**src/rtl/sdram_pwrup_pkg.sv**
```systemverilog
package sdram_pwrup_pkg;

   // {cs_n, ras_n, cas_n, we_n}
   typedef enum logic [3:0] {
      CMD_LMR = 4'b0000,
      CMD_REF = 4'b0001,
      CMD_PRE = 4'b0010,
      CMD_NOP = 4'b0111
   } sdram_cmd_e;

   typedef enum logic [2:0] {
      ST_WAIT,
      ST_PRE,
      ST_TRP,
      ST_REF,
      ST_TRFC,
      ST_LMR,
      ST_TMRD,
      ST_READY
   } seq_state_e;

   // packed so that blen lands in bits 2:0 and wr_burst in bit 9
   typedef struct packed {
      logic       wr_burst;
      logic [1:0] op;
      logic [2:0] cas;
      logic       btype;
      logic [2:0] blen;
   } mode_fields_t;

   localparam int MODE_FIELD_W = 10;

endpackage

```
**src/rtl/sdram_pwrup_timer.sv**
```systemverilog
module sdram_pwrup_timer #(
   parameter int              CNT_W   = 8,
   parameter logic [CNT_W-1:0] RST_VAL = '0
) (
   input  logic             clk,
   input  logic             rst_n,
   input  logic             load,
   input  logic [CNT_W-1:0] load_val,
   input  logic             dec,
   output logic             zero
);

   logic [CNT_W-1:0] cnt_q;

   always_ff @(posedge clk or negedge rst_n) begin
      if (!rst_n) begin
         cnt_q <= RST_VAL;
      end else if (load) begin
         cnt_q <= load_val;
      end else if (dec && (cnt_q != '0)) begin
         cnt_q <= cnt_q - 1'b1;
      end
   end

   assign zero = (cnt_q == '0);

endmodule

```
**src/rtl/sdram_pwrup_mode_word.sv**
```systemverilog
module sdram_pwrup_mode_word
   import sdram_pwrup_pkg::*;
#(
   parameter int ADDR_W = 12
) (
   input  mode_fields_t      fields,
   output logic [ADDR_W-1:0] word
);

   localparam int PAD_W = ADDR_W - MODE_FIELD_W;

   generate
      if (PAD_W > 0) begin : g_pad
         assign word = {{PAD_W{1'b0}}, fields};
      end else begin : g_exact
         assign word = fields;
      end
   endgenerate

endmodule

```
**src/rtl/sdram_pwrup_cmd_drv.sv**
```systemverilog
module sdram_pwrup_cmd_drv
   import sdram_pwrup_pkg::*;
#(
   parameter int ADDR_W = 12,
   parameter int BA_W   = 2,
   parameter int AP_BIT = 10
) (
   input  seq_state_e        state,
   input  logic [ADDR_W-1:0] mode_word,
   output logic              cs_n,
   output logic              ras_n,
   output logic              cas_n,
   output logic              we_n,
   output logic [BA_W-1:0]   ba,
   output logic [ADDR_W-1:0] addr
);

   localparam logic [ADDR_W-1:0] ALL_BANKS = ADDR_W'(1) << AP_BIT;

   sdram_cmd_e cmd;

   always_comb begin
      cmd  = CMD_NOP;
      addr = '0;
      unique case (state)
         ST_PRE: begin
            cmd  = CMD_PRE;
            addr = ALL_BANKS;
         end
         ST_REF: cmd = CMD_REF;
         ST_LMR: begin
            cmd  = CMD_LMR;
            addr = mode_word;
         end
         default: begin
            cmd  = CMD_NOP;
            addr = '0;
         end
      endcase
   end

   assign {cs_n, ras_n, cas_n, we_n} = cmd;
   assign ba = '0;

endmodule

```
**src/rtl/sdram_pwrup_seq.sv**
```systemverilog
module sdram_pwrup_seq
   import sdram_pwrup_pkg::*;
#(
   parameter int WAIT_CYC = 10000,
   parameter int TRP_CYC  = 3,
   parameter int TRFC_CYC = 7,
   parameter int TMRD_CYC = 2,
   parameter int ADDR_W   = 12,
   parameter int BA_W     = 2
) (
   input  logic              clk,
   input  logic              rst_n,
   input  logic              clk_stable,
   input  logic [2:0]        mode_burst_len,
   input  logic              mode_burst_type,
   input  logic [2:0]        mode_cas_lat,
   input  logic [1:0]        mode_op,
   input  logic              mode_wr_burst,
   output logic              cs_n,
   output logic              ras_n,
   output logic              cas_n,
   output logic              we_n,
   output logic [BA_W-1:0]   ba,
   output logic [ADDR_W-1:0] addr,
   output logic              ready
);

   localparam int NUM_REF  = 2;
   localparam int AP_BIT   = 10;
   localparam int GAP_MAX  = (TRP_CYC > TRFC_CYC) ?
                             ((TRP_CYC > TMRD_CYC) ? TRP_CYC : TMRD_CYC) :
                             ((TRFC_CYC > TMRD_CYC) ? TRFC_CYC : TMRD_CYC);
   localparam int CYC_MAX  = (WAIT_CYC > GAP_MAX) ? WAIT_CYC : GAP_MAX;
   localparam int CNT_W    = $clog2(CYC_MAX + 1);
   localparam logic [CNT_W-1:0] WAIT_LD = CNT_W'(WAIT_CYC - 1);
   localparam logic [CNT_W-1:0] TRP_LD  = CNT_W'(TRP_CYC - 2);
   localparam logic [CNT_W-1:0] TRFC_LD = CNT_W'(TRFC_CYC - 2);
   localparam logic [CNT_W-1:0] TMRD_LD = CNT_W'(TMRD_CYC - 2);

   // elaboration-time parameter checks
   generate
      if (WAIT_CYC < 1) begin : g_bad_wait
         $error("WAIT_CYC must be at least 1");
      end
      if ((TRP_CYC < 2) || (TRFC_CYC < 2) || (TMRD_CYC < 2)) begin : g_bad_gap
         $error("command gaps must be at least 2 cycles");
      end
      if (ADDR_W < 12) begin : g_bad_addr
         $error("ADDR_W must be at least 12");
      end
      if (BA_W < 1) begin : g_bad_ba
         $error("BA_W must be at least 1");
      end
   endgenerate

   seq_state_e       state_q, state_d;
   logic [1:0]       ref_q, ref_d;
   logic             tmr_load, tmr_dec, tmr_zero;
   logic [CNT_W-1:0] tmr_val;
   logic [ADDR_W-1:0] mode_word;
   mode_fields_t     fields;

   assign fields = '{wr_burst: mode_wr_burst, op: mode_op, cas: mode_cas_lat,
                     btype: mode_burst_type, blen: mode_burst_len};

   sdram_pwrup_mode_word #(.ADDR_W(ADDR_W)) u_mode (
      .fields (fields),
      .word   (mode_word)
   );

   sdram_pwrup_timer #(.CNT_W(CNT_W), .RST_VAL(WAIT_LD)) u_timer (
      .clk      (clk),
      .rst_n    (rst_n),
      .load     (tmr_load),
      .load_val (tmr_val),
      .dec      (tmr_dec),
      .zero     (tmr_zero)
   );

   always_comb begin
      state_d  = state_q;
      ref_d    = ref_q;
      tmr_load = 1'b0;
      tmr_dec  = 1'b0;
      tmr_val  = WAIT_LD;
      if ((state_q != ST_READY) && !clk_stable) begin
         state_d  = ST_WAIT;
         ref_d    = '0;
         tmr_load = 1'b1;
         tmr_val  = WAIT_LD;
      end else begin
         unique case (state_q)
            ST_WAIT: begin
               if (tmr_zero) state_d = ST_PRE;
               else          tmr_dec = 1'b1;
            end
            ST_PRE: begin
               state_d  = ST_TRP;
               tmr_load = 1'b1;
               tmr_val  = TRP_LD;
            end
            ST_TRP: begin
               if (tmr_zero) state_d = ST_REF;
               else          tmr_dec = 1'b1;
            end
            ST_REF: begin
               state_d  = ST_TRFC;
               ref_d    = ref_q + 2'd1;
               tmr_load = 1'b1;
               tmr_val  = TRFC_LD;
            end
            ST_TRFC: begin
               if (tmr_zero) state_d = (ref_q == 2'(NUM_REF)) ? ST_LMR : ST_REF;
               else          tmr_dec = 1'b1;
            end
            ST_LMR: begin
               state_d  = ST_TMRD;
               tmr_load = 1'b1;
               tmr_val  = TMRD_LD;
            end
            ST_TMRD: begin
               if (tmr_zero) state_d = ST_READY;
               else          tmr_dec = 1'b1;
            end
            default: state_d = ST_READY;
         endcase
      end
   end

   always_ff @(posedge clk or negedge rst_n) begin
      if (!rst_n) begin
         state_q <= ST_WAIT;
         ref_q   <= '0;
      end else begin
         state_q <= state_d;
         ref_q   <= ref_d;
      end
   end

   sdram_pwrup_cmd_drv #(.ADDR_W(ADDR_W), .BA_W(BA_W), .AP_BIT(AP_BIT)) u_drv (
      .state     (state_q),
      .mode_word (mode_word),
      .cs_n      (cs_n),
      .ras_n     (ras_n),
      .cas_n     (cas_n),
      .we_n      (we_n),
      .ba        (ba),
      .addr      (addr)
   );

   assign ready = (state_q == ST_READY);

endmodule

```
**config.mk**
```make
export PLATFORM = sky130hd
export DESIGN_NAME = sdram_pwrup_seq
export DESIGN_NICKNAME = d
export VERILOG_FILES = /design/src/rtl/sdram_pwrup_pkg.sv /design/src/rtl/sdram_pwrup_timer.sv /design/src/rtl/sdram_pwrup_mode_word.sv /design/src/rtl/sdram_pwrup_cmd_drv.sv /design/src/rtl/sdram_pwrup_seq.sv
export SDC_FILE = /design/constraint.sdc
export NUM_CORES = 1
export LEC_CHECK = 0
export BUFFER_PORTS_ARGS = -buffer_cell sky130_fd_sc_hd__buf_2
export CORE_MARGIN = 2
export CORE_UTILIZATION = 30
export CTS_CLUSTER_SIZE = 40
export DETAILED_ROUTE_END_ITERATION = 10
export HOLD_SLACK_MARGIN = 0.03
export SYNTH_ARGS = -nofsm -noshare
export SYNTH_HDL_FRONTEND = slang
export SYNTH_HIERARCHICAL = 1
export SYNTH_SLANG_ARGS = --single-unit
```
**constraint.sdc**
```tcl
create_clock -name clk -period 2.4 [get_ports clk]
set_clock_uncertainty 0.05 [all_clocks]
set_input_delay 0.36 -clock clk [delete_from_list [all_inputs] [get_ports clk]]
set_output_delay 0.36 -clock clk [all_outputs]
set_load 0.005 [all_outputs]
```
==> impl_metrics.toml <==
[synth]
synth-main-ff-cell = "dfrtp_1"
synth_top_area_cell = "dfrtp_1"
ys_warn_count = 6
synth_top_area_share_pct = 18.4
synthCells = 178
synth-seq-area-share_pct = 32.5
yosysUniqueCellTypes = 52
ys_ff_latch = 19
synth.top_cells.by_area = "dfrtp_1, dfstp_2, buf_4, nand2_1, and3_1"
synth_edf_count = 0
async_flop_share_pct = 100
netlist_area_sq_um = 1490
syn-mean-instance-area_sq_um = 8.39

[finish]
final_nets = 226
area_delta_synth_final_pct = 19.9
insertedDiodeCount = 0
drive_above_1_share_pct = 33.8

[floorplanning]
core_area_sq_um = 4750
initial_utilization_pct = 31.4
die_h_um = 74.5
num_rows = 25
die_w_um = 74.5
io_pins = 32
dieArea_sq_um = 5560

[sta]
rsz0062_at_grt = "no"
period_share_pct = 95.2
slew_headroom_pct = 54.6
finalSetupViolCount = 0
finalHoldViolations = 0
min_period_ps = 2280
worst_pin_slew_ps = 671
fin_setup_tns_ps = 0
fmax_ghz = 0.438
worst_slack_ps = 115
maxSlewViolCount = 0

[power_and_ir_drop]
ir_drop_v = 0.000187
p_per_area_nw_per_um2 = 374
total_leakage_power_nw = 0.839

[outcome]
status = "completed"

[hold_path]
whs_path_depth = 2
min_to = "u_timer/cnt_q[10]"
hold_path.class = "flip-flop to flip-flop"
hp-start = "u_timer/cnt_q[10]"

[detailed_routing]
drt-total-wl_um = 3260
drt-pass1-iter-count = 4
vias = 1320
antenna_left = 0
drcViolationCount = 0
detail_route.wl_per_cell_um = 11.8
drt_iter0_markers = 63
vias_per_cell = 4.77

[global_route]
overflow = 0
grt_pass1_wl_um = 5220
grt_pass1_vias = 1145
grt_usage_pct = 12.2
antenna_found_initial = 0
grt_max_degree = 23

[setup_path]
worstPathArrival_ps = 2420
rr_startpoint = "u_timer/cnt_q[1]"
endpoint_kind = "flip-flop"
path_class = "flip-flop to flip-flop"
required_ps = 2530
r2r-end = "u_timer/cnt_q[10]"
r2r_cells = 9
r2r_slack_ps = 120
crit_path_start_kind = "flip-flop"
critPathMaxFanout = 4

[clock_tree]
clk_pin_slew_ps = 80
cts.sinks = 19
clk_path_buf_depth = 2
root_buffer = "clkbuf_8"
cts_htree_levels = 1
cts_tree = "yes"
clk-insertion-delay-late_ps = 260
post-cts-setup-buffers = 0
cts_buffers = 3

[place]
io_buffer_count = 27
dp_hpwl_um = 2410
gp_congestion = 0.833
post-place-ws_ps = -327

[flow_run]
cap_violations = 0
==> how the worst max path moves through the flow <==
stage | depth (start not counted) | startpoint | to
global placement | 9 | u_timer/cnt_q[0] | u_timer/cnt_q[4]
global route | 9 | u_timer/cnt_q[0] | u_timer/cnt_q[10]
finish | 9 | u_timer/cnt_q[1] | u_timer/cnt_q[10]
floorplan | 10 | u_timer/cnt_q[0] | u_timer/cnt_q[1]
CTS | 9 | u_timer/cnt_q[0] | u_timer/cnt_q[4]
detailed placement | 9 | u_timer/cnt_q[0] | u_timer/cnt_q[4]
==> stage by stage <==
stage / hold slack (ps) / utilization [%] / power (mW) / cells / area [sq um]
2_1_floorplan: 14.4 / - / 0.422 / 186 / 1530
3_3_place_gp: 289 / 35.8 / 0.441 / 272 / 1700
3_5_place_dp: 288 / 35.8 / 0.444 / 272 / 1700
4_1_cts: 461 / 37.1 / 0.684 / 277 / 1760
5_1_grt: 492 / 37.7 / 0.712 / 277 / 1790
6_report: 457 / 37.7 / 0.670 / 277 / 1790
==> where the power goes <==
group / internal, mW / switching (mW) / total (mW)
Clock: 0.118 / 0.111 / 0.229
Sequential: 0.337 / 0.0148 / 0.352
Combinational: 0.0417 / 0.0471 / 0.0888
==> routing by layer <==
layer  routed length [um]  track usage [%]  up-vias
li1                     -                -      678
met1                 1580             16.3      616
met2                 1530             18.7       22
met3                  102             2.03        4
met4                   50             6.94        0
met5                    0                0        -
==> cell usage in the layout (no fill, tap or decap), types with 3 or more instances in the layout <==
cell type,count
clkbuf_8,3
a22oi_1,3
buf_4,15
nor2_1,12
and3_2,3
dfstp_2,8
a31oi_1,6
o21ai_0,5
buf_2,27
a311o_1,4
nor2b_1,4
or3b_1,3
inv_1,7
conb_1,11
and3_1,9
dfrtp_1,11
nand2_1,17
or3_1,3
nand4_1,5
nand3_1,6
==> flip-flops by register name (all words and copies together), names as in the netlist <==
signal / cells
ref_q: 2
u_timer/cnt_q: 14
state_q: 3
==> worst max-delay path, stage by stage (launching register included) <==
cell,delay (ps)
dfstp_2,530
inv_1,50
ha_2,180
or4b_4,210
nor3_2,50
nor2b_2,140
inv_2,60
or4_4,410
or3b_1,360
a31oi_1,170
==> final cells by class <==
class,instances,area [sq um]
well taps,67,83.8
multi-input cells,134,881
repair buffers,43,258
fillers,525,2960
flip-flops and latches,19,485
inverters,10,37.5
clock buffers,4,45.0
==> synth_stat cells, types with 3 or more instances <==
master / instances
a22oi_1: 3
a311o_1: 4
a31oi_1: 6
and3_1: 9
and3_2: 3
buf_2: 4
buf_4: 15
clkbuf_1: 3
conb_1: 3
dfrtp_1: 11
dfstp_2: 8
inv_1: 8
nand2_1: 17
nand3_1: 6
nand4_1: 5
nor2_1: 12
nor2b_1: 5
nor3_1: 3
o21ai_0: 5
or3_1: 3
or3b_1: 3
or4_1: 3
==> timing repair <==
action / in CTS / in global routing
hold buffers: 1 / 0
pin swaps: 0 / 1
gates resized for setup: 1 / 6
endpoints found under the hold margin: 11 / 0
endpoints found under the setup margin: 9 / 9
==> cells by family (layout without fill, tap and decap cells) <==
| kind of cell | Yosys count | after routing | synth area share, % |
|---|---|---|---|
| simple gates | 85 | 85 | 33.4 |
| buf+inv | 33 | 57 | 12.9 |
| flops | 19 | 19 | 32.5 |
| compound gates | 30 | 30 | 14.8 |
| other cells | 3 | 11 | 0.754 |
| fa+ha+maj | 2 | 2 | 1.68 |
| xor+xnor | 3 | 3 | 1.76 |
| mux | 3 | 3 | 2.10 |
Power figures use the tool's default switching activity.
